==> config.mk <==
export PLATFORM = sky130hd
export DESIGN_NAME = refclk_failover
export DESIGN_NICKNAME = d
export VERILOG_FILES = /design/src/rtl/rcf_pkg.sv /design/src/rtl/rcf_sync.sv /design/src/rtl/rcf_refmon.sv /design/src/rtl/rcf_fbwatch.sv /design/src/rtl/rcf_selctl.sv /design/src/rtl/refclk_failover.sv
export SDC_FILE = /design/constraint.sdc
export NUM_CORES = 1
export LEC_CHECK = 0
export BUFFER_PORTS_ARGS = -buffer_cell sky130_fd_sc_hd__buf_2
export CAP_MARGIN = 20
export CORE_UTILIZATION = 35
export DETAILED_ROUTE_END_ITERATION = 16
export PLACE_DENSITY = 0.5
export SETUP_SLACK_MARGIN = 0.4
export SYNTH_ARGS = -nofsm -noshare
export SYNTH_HDL_FRONTEND = slang
export SYNTH_SLANG_ARGS = --single-unit
export TNS_END_PERCENT = 20
==> constraint.sdc <==
create_clock -name clk_i -period 2.2 [get_ports clk_i]
set_clock_uncertainty 0.15 [all_clocks]
set_input_delay 0.11 -clock clk_i [delete_from_list [all_inputs] [get_ports clk_i]]
set_output_delay 0.11 -clock clk_i [all_outputs]
set_load 0.02 [all_outputs]
==> src/rtl/rcf_pkg.sv <==
package rcf_pkg;
  localparam int NREF = 2;
  typedef enum logic {REF_A = 1'b0, REF_B = 1'b1} ref_pick_e;
endpackage

==> src/rtl/rcf_sync.sv <==
// Two-flop synchroniser plus one history flop for edge detection.
module rcf_sync #(
  parameter logic RST_VAL = 1'b0
) (
  input  logic clk_i,
  input  logic rst_ni,
  input  logic d_i,
  output logic cur_o,
  output logic prev_o
);
  localparam int DEPTH = 3;
  logic [DEPTH-1:0] stg_q, stg_d;

  always_comb begin
    stg_d = {stg_q[DEPTH-2:0], d_i};
  end

  always_ff @(posedge clk_i or negedge rst_ni) begin
    if (!rst_ni) stg_q <= {DEPTH{RST_VAL}};
    else         stg_q <= stg_d;
  end

  assign cur_o  = stg_q[DEPTH-2];
  assign prev_o = stg_q[DEPTH-1];
endmodule

==> src/rtl/rcf_refmon.sv <==
// Per-reference edge-seen tracking across each feedback period.
module rcf_refmon #(
  parameter int NREF = 2
) (
  input  logic            clk_i,
  input  logic            rst_ni,
  input  logic [NREF-1:0] edge_i,
  input  logic            fb_rise_i,
  input  logic            clr_i,
  output logic [NREF-1:0] stuck_o
);
  logic [NREF-1:0] seen_q, seen_d;
  logic            armed_q, armed_d;

  always_comb begin
    if (clr_i)          armed_d = 1'b0;
    else if (fb_rise_i) armed_d = 1'b1;
    else                armed_d = armed_q;
  end

  for (genvar g = 0; g < NREF; g++) begin : g_ref
    always_comb begin
      if (clr_i || fb_rise_i) seen_d[g] = 1'b0;
      else                    seen_d[g] = seen_q[g] | edge_i[g];
    end
    assign stuck_o[g] = fb_rise_i & armed_q & ~(seen_q[g] | edge_i[g]);
  end

  always_ff @(posedge clk_i or negedge rst_ni) begin
    if (!rst_ni) begin
      seen_q  <= '0;
      armed_q <= 1'b0;
    end else begin
      seen_q  <= seen_d;
      armed_q <= armed_d;
    end
  end
endmodule

==> src/rtl/rcf_fbwatch.sv <==
// Feedback stall counter and minimum-hold timer.
module rcf_fbwatch #(
  parameter int STALL_CYC = 32,
  parameter int HOLD_CYC  = 100
) (
  input  logic clk_i,
  input  logic rst_ni,
  input  logic fb_edge_i,
  input  logic clr_i,
  output logic dead_o,
  output logic hold_o
);
  localparam int CW = $clog2(STALL_CYC + 1);
  localparam int HW = $clog2(HOLD_CYC + 1);
  localparam logic [CW-1:0] LIM  = CW'(STALL_CYC);
  localparam logic [HW-1:0] HLOAD = HW'(HOLD_CYC);

  logic [CW-1:0] cnt_q, cnt_d;
  logic [HW-1:0] hold_q, hold_d;

  always_comb begin
    if (clr_i || fb_edge_i) cnt_d = '0;
    else if (cnt_q == LIM)  cnt_d = cnt_q;
    else                    cnt_d = cnt_q + 1'b1;
  end

  always_comb begin
    if (cnt_d == LIM && cnt_q != LIM) hold_d = HLOAD;
    else if (hold_q != '0)            hold_d = hold_q - 1'b1;
    else                              hold_d = hold_q;
  end

  always_ff @(posedge clk_i or negedge rst_ni) begin
    if (!rst_ni) begin
      cnt_q  <= '0;
      hold_q <= '0;
    end else begin
      cnt_q  <= cnt_d;
      hold_q <= hold_d;
    end
  end

  assign dead_o = (cnt_q == LIM);
  assign hold_o = dead_o | (hold_q != '0);
endmodule

==> src/rtl/rcf_selctl.sv <==
// Bad-flag latches, selection policy, switch pulse and fallback request.
module rcf_selctl
  import rcf_pkg::*;
(
  input  logic            clk_i,
  input  logic            rst_ni,
  input  logic [NREF-1:0] stuck_i,
  input  logic            dead_i,
  input  logic            hold_i,
  input  logic            alarm_i,
  input  logic            sel_i,
  input  logic            ovr_i,
  output logic [NREF-1:0] bad_o,
  output logic            sel_o,
  output logic            switch_o,
  output logic            fallback_o
);
  logic [NREF-1:0] bad_q, bad_d;
  ref_pick_e       sel_q, sel_d;
  logic            sw_q, sw_d;

  always_comb begin
    if (alarm_i) bad_d = '0;
    else         bad_d = bad_q | stuck_i | {NREF{dead_i}};
  end

  always_comb begin
    sel_d = sel_q;
    if (alarm_i || ovr_i) begin
      sel_d = ref_pick_e'(sel_i);
    end else if (bad_q == '0) begin
      if (&bad_d)        sel_d = REF_A;
      else if (bad_d[0]) sel_d = REF_B;
      else if (bad_d[1]) sel_d = REF_A;
      else               sel_d = ref_pick_e'(sel_i);
    end
    sw_d = (sel_d != sel_q);
  end

  always_ff @(posedge clk_i or negedge rst_ni) begin
    if (!rst_ni) begin
      bad_q <= '0;
      sel_q <= REF_A;
      sw_q  <= 1'b0;
    end else begin
      bad_q <= bad_d;
      sel_q <= sel_d;
      sw_q  <= sw_d;
    end
  end

  assign bad_o      = bad_q;
  assign sel_o      = sel_q;
  assign switch_o   = sw_q;
  assign fallback_o = ovr_i ? hold_i : (&bad_q);
endmodule

==> src/rtl/refclk_failover.sv <==
module refclk_failover
  import rcf_pkg::*;
#(
  parameter int STALL_CYC = 32,
  parameter int HOLD_CYC  = 100
) (
  input  logic clk_i,
  input  logic rst_ni,
  input  logic ref0_i,
  input  logic ref1_i,
  input  logic fb_i,
  input  logic sel_i,
  input  logic ovr_i,
  input  logic alarm_rst_ni,
  output logic bad0_o,
  output logic bad1_o,
  output logic sel_ref_o,
  output logic switch_o,
  output logic fallback_o
);
  logic [NREF-1:0] ref_in, ref_cur, ref_prev, ref_edge, stuck, bad;
  logic fb_cur, fb_prev, fb_edge, fb_rise;
  logic al_cur, al_prev, alarm_pulse;
  logic fb_dead, fb_hold;

  assign ref_in = {ref1_i, ref0_i};

  for (genvar g = 0; g < NREF; g++) begin : g_rsync
    rcf_sync #(.RST_VAL(1'b0)) u_sync (
      .clk_i (clk_i), .rst_ni(rst_ni), .d_i(ref_in[g]),
      .cur_o (ref_cur[g]), .prev_o(ref_prev[g])
    );
    assign ref_edge[g] = ref_cur[g] ^ ref_prev[g];
  end

  rcf_sync #(.RST_VAL(1'b0)) u_fbsync (
    .clk_i(clk_i), .rst_ni(rst_ni), .d_i(fb_i), .cur_o(fb_cur), .prev_o(fb_prev)
  );
  assign fb_edge = fb_cur ^ fb_prev;
  assign fb_rise = fb_cur & ~fb_prev;

  rcf_sync #(.RST_VAL(1'b1)) u_alsync (
    .clk_i(clk_i), .rst_ni(rst_ni), .d_i(alarm_rst_ni), .cur_o(al_cur), .prev_o(al_prev)
  );
  assign alarm_pulse = al_prev & ~al_cur;

  rcf_refmon #(.NREF(NREF)) u_refmon (
    .clk_i(clk_i), .rst_ni(rst_ni), .edge_i(ref_edge), .fb_rise_i(fb_rise),
    .clr_i(alarm_pulse), .stuck_o(stuck)
  );

  rcf_fbwatch #(.STALL_CYC(STALL_CYC), .HOLD_CYC(HOLD_CYC)) u_fbwatch (
    .clk_i(clk_i), .rst_ni(rst_ni), .fb_edge_i(fb_edge), .clr_i(alarm_pulse),
    .dead_o(fb_dead), .hold_o(fb_hold)
  );

  rcf_selctl u_selctl (
    .clk_i(clk_i), .rst_ni(rst_ni), .stuck_i(stuck), .dead_i(fb_dead),
    .hold_i(fb_hold), .alarm_i(alarm_pulse), .sel_i(sel_i), .ovr_i(ovr_i),
    .bad_o(bad), .sel_o(sel_ref_o), .switch_o(switch_o), .fallback_o(fallback_o)
  );

  assign bad0_o = bad[0];
  assign bad1_o = bad[1];
endmodule

==> metrics.md, run 1 <==
| Metric | Value |
|---|---|
| Status | `completed` |
| Worst path buffer plus inverter count | `2` |
| CP Launch Type | `flip-flop` |
| Root buffer cell | `clkbuf_8` |
| Initial antenna violation count | `0` |
| Family with the most delay on the worst path | `simple AND/OR/NAND/NOR gates` |
| Core Area | `3770 um2` |
| DR pass1 iterations | `4` |
| Largest net degree at the start of global routing | `33` |
| Sink Count | `32` |
| Die Y-Extent | `65.6 um` |
| Number of port buffers | `12` |
| Worst skew pair latency | `0.28 ns` |
| Sequential Power Share | `0.450` |
| Pleak | `0.874 nW` |
| Fin. Hold Viols | `0` |
| CTS Buf Count | `5` |
| NumNets Final | `173` |
| Worst-path fanout max | `7` |
| Crit path largest cell delay | `0.41 ns` |
| Yosys cell types | `31` |
| Via/cell ratio | `4.85` |
| Switch share | `0.230` |
| Req. time, crit path | `2.22 ns` |
| Period Utilization, post-route | `0.923` |
| Cell internal pwr | `0.00111 W` |
| CTS tree | `built` |
| Post-DRT Antenna Nets | `0` |
| Number of synthesis warnings | `0` |
| CP Depth | `8` |
| Diodes inserted | `0` |
| Crit Path Class | `flip-flop to flip-flop` |
| Pwr dens | `778 nW/um2` |
| Initial core utilization | `0.376` |
| Setup-failing EPs final | `0` |
| Class of the worst hold path | `input pin to flip-flop` |
| Mapped Area | `1420 um2` |
| H-tree depth | `2` |
| Fin. max-slew vios | `0` |
| Comb power frac | `0.124` |
| DR WL/cell | `13.3 um` |
| WHS Path Cells | `3` |
| Worst path arrival time | `2.05 ns` |
| Worst hold slack | `0.0501 ns` |
| Worst R2R Path Depth | `8` |
| Fin util | `0.490` |
| Register-to-register setup slack | `0.17 ns` |
| Bufs on Longest Clock Path | `2` |
| Clock Power Share | `0.426` |
| Placer Congestion | `0.748` |
| Total congestion overflow | `0` |
| RSZ-0062 raised after global routing | `yes` |
| HPWL after DPL | `1710 um` |
| Fmax | `0.493 GHz` |
| Fin cells | `210` |
| CP Capture Type | `flip-flop` |
| CP Cell Sequence | `buf_6, ha_4, nor3_4, a31oi_1, or3_4, nor4_4, buf_4, nor2_1` |
| Fill count | `325` |
| Max Cap Violations | `0` |
| Met3 Usage GRT | `0.0521` |
| Global-route wire length before repair | `4820 um` |
| Cells after DPL | `186` |
| Busiest grt layer | `met2` |
| Sw power | `0.000331 W` |
| DIE AREA | `4310 um2` |
| Setup TNS | `0 ns` |
| Yosys reg bits | `32` |
| Net Count, Synth | `139` |
| GRT Total Usage | `0.153` |
| Grt met1 use | `0.184` |
| Number of global-route vias before repair | `1,052` |
| Worst setup margin | `0.170 ns` |
| IO Count | `13` |
| Slowest cell on crit path | `dfrtp_1` |
| Register area share after synthesis | `0.568` |
| Syn_area_per_cell | `11.2 um2` |
| Worst Tran Pin Value | `0.729 ns` |
| DRT iter0 DRCs | `38` |
| Clock slew seen by the registers of the worst setup and hold paths | `0.07 ns` |
| Minimum clock period | `2.03 ns` |
| FP Rows | `22` |
| Drt drc | `0` |
| Routed vias | `1,019` |
| Max VDD drop | `0.435 mV` |
| Die width | `65.6 um` |
| Max-slew headroom | `0.514` |
| Layout cells sized above 1 | `0.296` |
| Worst slack at placement | `0.248 ns` |
| Area grow syn2layout | `30.6%` |
| Routed Wire Length | `2790 um` |
| Syn Inst Count | `127` |
| M2 GR Usage | `0.247` |
## worst min-delay path, cell delays in order
cell	delay, ns
buf_2	0.11
nor2_1	0.09
a21oi_1	0.13
## cell type report
type / count / area, um2 / share of cell area
Tap cell: 48 / 60.1 / 0.0325
Timing Repair Buffer: 29 / 214 / 0.116
Inverter: 6 / 22.5 / 0.0122
Clock inverter: 1 / 30.0 / 0.0162
Sequential cell: 32 / 805 / 0.435
Multi-Input combinational cell: 87 / 622 / 0.336
Clock buffer: 7 / 96.3 / 0.0521
## what timing repair did
action                     4_1_cts  5_1_grt
resized for setup                5        8
pin swaps                        5        3
hold buffers                     6        0
hold endpoints to repair        34        0
setup endpoints to repair       10       12
buffers inserted                 8        2
## routing by layer
layer	vias to the layer above	share of wire
met5	-	0
met4	0	0.018
met3	5	0.034
met2	15	0.48
met1	492	0.47
li1	507	-
## cells in the mapped netlist
library cell,number,share of area
nor2b_1,2,0.0088
dfstp_2,3,0.056
o311a_1,1,0.0071
nor2_1,20,0.053
buf_6,1,0.0079
xnor2_1,6,0.037
nor4_2,1,0.0088
or4_1,2,0.011
o31a_1,1,0.0062
dfrtp_1,29,0.51
o221ai_1,1,0.0062
buf_4,1,0.0053
or3_1,4,0.018
a31oi_1,3,0.013
nand2_1,7,0.019
nor3_4,1,0.011
ha_1,4,0.035
nor4_4,1,0.015
a211o_1,2,0.012
nand3_1,2,0.0071
o21ai_0,3,0.011
inv_1,6,0.016
mux2i_1,1,0.0071
xor2_1,3,0.019
nor3_1,6,0.021
or4_4,1,0.0079
nor3_2,1,0.0071
o31ai_2,1,0.0088
nand2b_1,4,0.018
a21oi_1,8,0.028
nand3_2,1,0.0071
## registers in the layout, indices dropped and copies added, names as in the netlist, 2 cells and up
name and count:
u_fbsync.stg_q 3, u_fbwatch.cnt_q 6, u_refmon.seen_q 2, u_alsync.stg_q 3
u_selctl.bad_o 2, u_fbwatch.hold_q 7, g_rsync.u_sync.stg_q 6
## stage by stage
step / power, W / instance area (um2)
global route: 0.00150 / 1850
detailed placement: 0.000784 / 1530
finish: 0.00144 / 1850
global placement: 0.000781 / 1530
CTS: 0.00143 / 1790
floorplan: 0.000738 / 1420
## cell families (layout without fill, tap and decap cells)
logic type,count (synthesis),in the layout,share of synthesized area
compound gates,20,20,0.0928
xor+xnor,9,9,0.0557
fa+ha+maj,4,4,0.0353
buf+inv,8,43,0.0292
flops,32,32,0.568
mux,1,1,0.00707
simple gates,53,53,0.212
## final timing paths
check,start,end
max,u_fbwatch.cnt_q[0]$_DFF_PN0_,u_fbwatch.hold_q[1]$_DFFE_PN0P_
min in group asynchronous,rst_ni,u_selctl.sel_o$_DFF_PN0_
max reg2reg,u_fbwatch.cnt_q[0]$_DFF_PN0_,u_fbwatch.hold_q[1]$_DFFE_PN0P_
min reg2reg,g_rsync[1].u_sync.stg_q[0]$_DFF_PN0_,g_rsync[1].u_sync.stg_q[1]$_DFF_PN0_
min,ovr_i,u_selctl.sel_o$_DFF_PN0_
max in group asynchronous,rst_ni,u_fbwatch.hold_q[3]$_DFFE_PN0P_
## power groups by stage
stage                     Clock (W)  Combinational [W]  Sequential (W)
after detailed placement          0           0.000125        0.000658
after floorplan                   0          0.0000744        0.000663
after CTS                  0.000629           0.000160        0.000645
final                      0.000612           0.000179        0.000647
after global routing       0.000655           0.000196        0.000651
after global placement            0           0.000124        0.000657
## placed cells by master, fill, tap and decap left out, drive strengths merged
master	instances
inv	6
or3	4
nand2b	4
nand3	3
xor2	3
nor2b	2
dfstp	3
nor4	2
mux2i	1
o31ai	1
a31oi	3
or4	3
dlygate4sd3	6
clkbuf	7
nor3	8
o221ai	1
xnor2	6
nand2	7
ha	4
a21oi	8
o31a	1
a211o	2
o311a	1
o21ai	3
nor2	20
bufinv	1
buf	23
dfrtp	29
No activity file was read; power rests on OpenSTA's default activity.
==> inputs of run 2 (changes only) <==
Settings changed: PLACE_DENSITY 0.5 to 0.52.
Clock period 2.2 ns to 1.7 ns, I/O delays scaled along.
==> run 2 against run 1 <==
  * The flow now finishes with violations (setup timing)
  * Sequential share of layout area down 4.5 points
  * Setup slack worse by 0.62 ns
  * Cell area up 11%
  * Utilization up 5.6 points
  * Power up 18%
  * First-iteration DRC count down 13%
  * Die area unchanged
  * Worst hold slack worse by 0.0044 ns
  * Sequential power up 29%
  * Non-clock buffer count up 27
  * Wire length up 5.7%
  * Critical endpoint is now fallback_o
==> metrics.md, run 2 (synthesis results as in run 1) <==
| Metric | Value |
|---|---|
| Setup TNS | `-4.24 ns` |
| Cells after DPL | `211` |
| Routed Wire Length | `2950 um` |
| IO Count | `13` |
| Diodes inserted | `0` |
| Sw power | `0.000458 W` |
| Design area | `2060 um2` |
| Comb power frac | `0.166` |
| Max reg flops | `7` |
| Number of port buffers | `12` |
| Sequential Power Share | `0.492` |
| Die width | `65.6 um` |
| Footprint of the multi-input gates | `643 um2` |
| Crit Path Class | `flip-flop to primary output` |
| DR pass1 iterations | `4` |
| NumNets Final | `200` |
| Largest net degree at the start of global routing | `33` |
| Sink Count | `32` |
| Fmax | `0.464 GHz` |
| Fin. max-slew vios | `0` |
| Failing checks | `setup timing` |
| Class of the worst hold path | `input pin to flip-flop` |
| Period Utilization, post-route | `1.27` |
| HPWL after DPL | `1860 um` |
| CP Capture Type | `primary output` |
| Worst-path fanout max | `2` |
| Most common cell after layout, fill and taps aside | `buf_4` |
| Clock Power Share | `0.342` |
| Commonest cells after routing, fill and taps aside | `buf_4, dfrtp_1, nor2_1` |
| Pleak | `0.980 nW` |
| GRT Total Usage | `0.162` |
| Root buffer cell | `clkbuf_8` |
| Worst Tran Pin Value | `0.678 ns` |
| Bufs on Longest Clock Path | `2` |
| Pwr dens | `824 nW/um2` |
| Fill count | `325` |
| Clock slew seen by the registers of the worst setup and hold paths | `0.07 ns` |
| Placed cell areas | `1710 um2` |
| Total design power | `0.00170 W` |
| Status | `complete, but fails checks` |
| Die Y-Extent | `65.6 um` |
| Number of global-route vias before repair | `1,173` |
| CTS tree | `built` |
| Via/cell ratio | `4.65` |
| CP Launch Type | `flip-flop` |
| Fin cells | `237` |
| Fin util | `0.546` |
| Initial antenna violation count | `0` |
| Max-slew headroom | `0.548` |
| Max Cap Violations | `0` |
| Global-route wire length before repair | `5100 um` |
| Worst skew pair latency | `0.28 ns` |
| Setup-failing EPs final | `16` |
| Post-DRT Antenna Nets | `0` |
| Layout cells sized above 1 | `0.423` |
| DRT iter0 DRCs | `33` |
| Minimum clock period | `2.15 ns` |
| Cell internal pwr | `0.00124 W` |
| Fin. Hold Viols | `0` |
| Total congestion overflow | `0` |
| CTS Buf Count | `5` |
| Drt drc | `0` |
| FP Rows | `22` |
| Placer Congestion | `0.794` |
| Most flop-heavy register | `u_fbwatch.hold_q` |
| Max VDD drop | `0.515 mV` |
| DIE AREA | `4310 um2` |
| Regs by FF count | `u_fbwatch.hold_q (7), g_rsync.u_sync.stg_q (6), u_fbwatch.cnt_q (6)` |
| DR WL/cell | `12.4 um` |
| RSZ-0062 raised after global routing | `yes` |
| Worst path arrival time | `1.92 ns` |
| Worst setup margin | `-0.453 ns` |
| Initial core utilization | `0.376` |
| Req. time, crit path | `1.46 ns` |
| Core Area | `3770 um2` |
| Routed vias | `1,103` |
| Area grow syn2layout | `45.5%` |
| Sequential cell area | `805 um2` |
| Switch share | `0.270` |
| H-tree depth | `2` |
run 2: cell count changes in the layout (fill, tap and decap cells not counted), moves of 2 or more:
| cell | previous run | this run |
|---|---|---|
| a21oi_1 | 8 | 5 |
| a21oi_2 | 0 | 3 |
| buf_4 | 8 | 31 |
| buf_6 | 3 | 8 |
| clkbuf_8 | 7 | 5 |
| clkinvlp_4 | 0 | 2 |
run 2: final timing paths:
kind	from	endpoint	slack [ns]	cells after the start
setup reg to reg	u_fbwatch.cnt_q[0]$_DFF_PN0_	u_fbwatch.hold_q[6]$_DFFE_PN0P_	-0.39	11
min in group asynchronous	rst_ni	g_rsync[0].u_sync.stg_q[0]$_DFF_PN0_	0.23	2
setup / recovery	u_fbwatch.cnt_q[0]$_DFF_PN0_	fallback_o	-0.45	8
max in group asynchronous	rst_ni	u_fbwatch.hold_q[4]$_DFFE_PN0P_	0.74	2
hold reg to reg	g_rsync[0].u_sync.stg_q[0]$_DFF_PN0_	g_rsync[0].u_sync.stg_q[1]$_DFF_PN0_	0.21	0
hold / removal	ovr_i	u_selctl.sel_o$_DFF_PN0_	0.05	3
run 2: per-layer routing:
| layer | share of wire | track usage | vias to the layer above |
|---|---|---|---|
| met4 | 0.0047 | 0.0788 | 0 |
| met1 | 0.46 | 0.194 | 533 |
| met5 | 0 | 0 | - |
| li1 | - | - | 559 |
| met2 | 0.51 | 0.268 | 9 |
| met3 | 0.024 | 0.0451 | 2 |
run 2: cell type report:
cell class,count,share of cell area
Sequential cell,32,0.390
Timing Repair Buffer,56,0.213
Inverter,6,0.0109
Clock inverter,3,0.0115
Tap cell,48,0.0291
Multi-Input combinational cell,87,0.312
Clock buffer,5,0.0334
run 2: timing repair:
item	CTS	global route
pin swaps	14	5
hold endpoints to repair	34	0
gates resized for setup	13	11
setup buffers	11	1
gates cloned	0	0
endpoints found under the setup margin	17	18
hold buffers	6	0
run 2: power by group through the flow:
| stage | sequential (W) | clock, W | combinational (W) |
|---|---|---|---|
| after floorplan | 0.000858 | 0 | 0.0000963 |
| after global placement | 0.000847 | 0 | 0.000192 |
| after detailed placement | 0.000849 | 0 | 0.000193 |
| after CTS | 0.000834 | 0.000612 | 0.000258 |
| after global routing | 0.000841 | 0.000647 | 0.000309 |
| final | 0.000836 | 0.000581 | 0.000281 |
run 2: stage by stage:
| step | setup WS, ns | hold slack, ns |
|---|---|---|
| CTS | -0.495 | 0.00637 |
| global route | -0.504 | 0.0559 |
| global placement | -0.252 | 0.0199 |
| detailed placement | -0.286 | 0.0238 |
| floorplan | -0.148 | -0.361 |
| finish | -0.453 | 0.0457 |
run 2: worst max-delay path, cell delays in order, from the launching register on:
cell and delay, ns:
dfrtp_1 0.40, inv_2 0.09, ha_4 0.13, nand2_2 0.04, or4_4 0.42, buf_6 0.14, buf_6 0.10, a31oi_1 0.15
buf_4 0.16
==> inputs of run 3 (changes only) <==
Settings changed: CORE_ASPECT_RATIO set to 0.9.
==> run 3 against run 2 <==
  * Worst hold slack got worse by 0.038 ns
  * First-iteration DRC count increased by 73%
  * Critical path depth unchanged
  * The run still ends with setup timing left
  * Critical endpoint unchanged
  * Flip-flop and latch count unchanged
  * Clock-buffer cell count increased by 1
==> metrics.md, run 3 (synthesis results as in run 1) <==
| Metric | Value |
|---|---|
| Area grow syn2layout | `45.3%` |
| Worst skew pair latency | `0.28 ns` |
| CTS tree | `built` |
| Cells after DPL | `211` |
| Crit path largest cell delay | `0.43 ns` |
| Placer Congestion | `0.776` |
| DIE AREA | `4310 um2` |
| NumNets Final | `199` |
| CP dominant cell by count | `buf_6` |
| RSZ-0062 raised after global routing | `yes` |
| Slowest cell on crit path | `or4_4` |
| Drt drc | `0` |
| FP Rows | `21` |
| Total congestion overflow | `0` |
| IO Count | `13` |
| Worst hold path startpoint | `ovr_i` |
| Max VDD drop | `0.547 mV` |
| Clock slew seen by the registers of the worst setup and hold paths | `0.07 ns` |
| Initial antenna violation count | `0` |
| Most flop-heavy register | `u_fbwatch.hold_q` |
| Global-route wire length before repair | `5260 um` |
| Total design power | `0.00180 W` |
| Via/cell ratio | `4.85` |
| Register-to-register setup slack | `-0.40 ns` |
| DRT iter0 DRCs | `57` |
| CP Cell Sequence | `inv_2, ha_4, nand2_2, or4_4, buf_6, buf_6, a31oi_1, buf_4` |
| Worst setup margin | `-0.446 ns` |
| Fin cells | `234` |
| Crit Path Class | `flip-flop to primary output` |
| Worst hold slack | `0.00783 ns` |
| Die Y-Extent | `62.4 um` |
| Worst path arrival time | `1.91 ns` |
| Largest net degree at the start of global routing | `33` |
| Setup-failing EPs final | `16` |
| Failing checks | `setup timing` |
| Critical R2R Capture | `u_selctl.switch_o$_DFF_PN0_` |
| Worst R2R Path Depth | `11` |
| Family with the most delay on the worst path | `buffers and inverters` |
| Max-slew headroom | `0.517` |
| CP Launch Type | `flip-flop` |
| WHS Path Cells | `3` |
| Fmax | `0.466 GHz` |
| Critical R2R Launch | `u_fbwatch.cnt_q[0]$_DFF_PN0_` |
| Max reg flops | `7` |
| GRT Total Usage | `0.159` |
| Number of global-route vias before repair | `1,175` |
| Regs by FF count | `u_fbwatch.hold_q (7), g_rsync.u_sync.stg_q (6), u_fbwatch.cnt_q (6)` |
| DR WL/cell | `12.8 um` |
| Die width | `69.1 um` |
| CP Capture Type | `primary output` |
| Bufs on Longest Clock Path | `2` |
| DR pass1 iterations | `5` |
| Status | `complete, but fails checks` |
| Number of port buffers | `12` |
| Core Area | `3780 um2` |
| Req. time, crit path | `1.46 ns` |
| Class of the worst hold path | `input pin to flip-flop` |
| Worst-path fanout max | `2` |
| Fin. max-slew vios | `0` |
| Fin. Hold Viols | `0` |
| Root buffer cell | `clkbuf_8` |
| Layout cells sized above 1 | `0.415` |
| Initial core utilization | `0.374` |
| Max Cap Violations | `0` |
| CTS Buf Count | `5` |
| Minimum clock period | `2.15 ns` |
| Pleak | `0.993 nW` |
| Routed Wire Length | `3000 um` |
| Fin util | `0.544` |
| Post-DRT Antenna Nets | `0` |
| Sink Count | `32` |
| Worst Tran Pin Value | `0.724 ns` |
| Routed vias | `1,135` |
| Diodes inserted | `0` |
| Commonest cells after routing, fill and taps aside | `buf_4, dfrtp_1, nor2_1` |
| Pwr dens | `874 nW/um2` |
| Setup TNS | `-3.64 ns` |
| Most common cell after layout, fill and taps aside | `buf_4` |
| Period Utilization, post-route | `1.26` |
| H-tree depth | `2` |
| Hold path endpoint | `u_selctl.sel_o$_DFF_PN0_` |
| Worst path buffer plus inverter count | `4` |
| HPWL after DPL | `2000 um` |
## run 3: cell types whose count changed in the layout (fill, tap and decap cells not counted), sizes merged
cell	previous run	this run
buf	50	49
clkbuf	5	6
bufinv	0	1
clkinvlp	2	0
## run 3: report_power, final
part / leakage (nW) / total, W / switching (W) / internal, W
clock network: 0.0552 / 0.000705 / 0.000271 / 0.000434
logic: 0.535 / 0.000257 / 0.000130 / 0.000127
registers: 0.403 / 0.000836 / 0.0000309 / 0.000805
## run 3: worst register-to-register path, cell delays in order, from the launching register on
cell,delay [ns]
dfrtp_1,0.40
inv_2,0.09
ha_4,0.13
nand2_2,0.05
buf_4,0.13
buf_4,0.12
buf_4,0.12
buf_4,0.13
nor4_4,0.22
a31oi_1,0.14
o221ai_1,0.18
o311a_1,0.19
## run 3: final cells by class
type	instances	area, um2
timing repair buffer	55	408
clock buffer	6	72.6
tap	46	57.6
clock inverter	2	35.0
multi-input combinational	87	658
fill	351	1730
sequential	32	805
inverter	6	22.5
## run 3: how the worst max path moves through the flow
stage	startpoint	cells past startpoint	slack [ns]	endpoint
floorplan	u_fbwatch.cnt_q[1]$_DFF_PN0_	7	-0.15	u_selctl.switch_o$_DFF_PN0_
global placement	u_fbwatch.cnt_q[0]$_DFF_PN0_	8	-0.25	u_selctl.switch_o$_DFF_PN0_
detailed placement	u_fbwatch.cnt_q[0]$_DFF_PN0_	8	-0.28	u_selctl.switch_o$_DFF_PN0_
CTS	u_fbwatch.cnt_q[1]$_DFF_PN0_	8	-0.48	fallback_o
global route	u_fbwatch.cnt_q[0]$_DFF_PN0_	8	-0.50	fallback_o
finish	u_fbwatch.cnt_q[0]$_DFF_PN0_	8	-0.45	fallback_o
## run 3: stage by stage
stage | worst slack [ns] | cell area, um2
after CTS | -0.478 | 2020
after global routing | -0.501 | 2060
final | -0.446 | 2060
after global placement | -0.250 | 1730
after floorplan | -0.148 | 1420
after detailed placement | -0.275 | 1730
## run 3: metal layers
metal	global-route usage	wire [um]	part of all wire
met3	0.0471	118	0.039
met5	0	0	0
met2	0.252	1470	0.49
met4	0.0816	61	0.020
met1	0.197	1350	0.45
## run 3: what timing repair did
| action | 4_1_cts | 5_1_grt |
|---|---|---|
| gates resized for setup | 13 | 6 |
| buffers inserted | 9 | 0 |
| pin swaps | 7 | 2 |
| endpoints found under the setup margin | 17 | 18 |
| hold endpoints to repair | 34 | 0 |
| hold buffers | 6 | 0 |
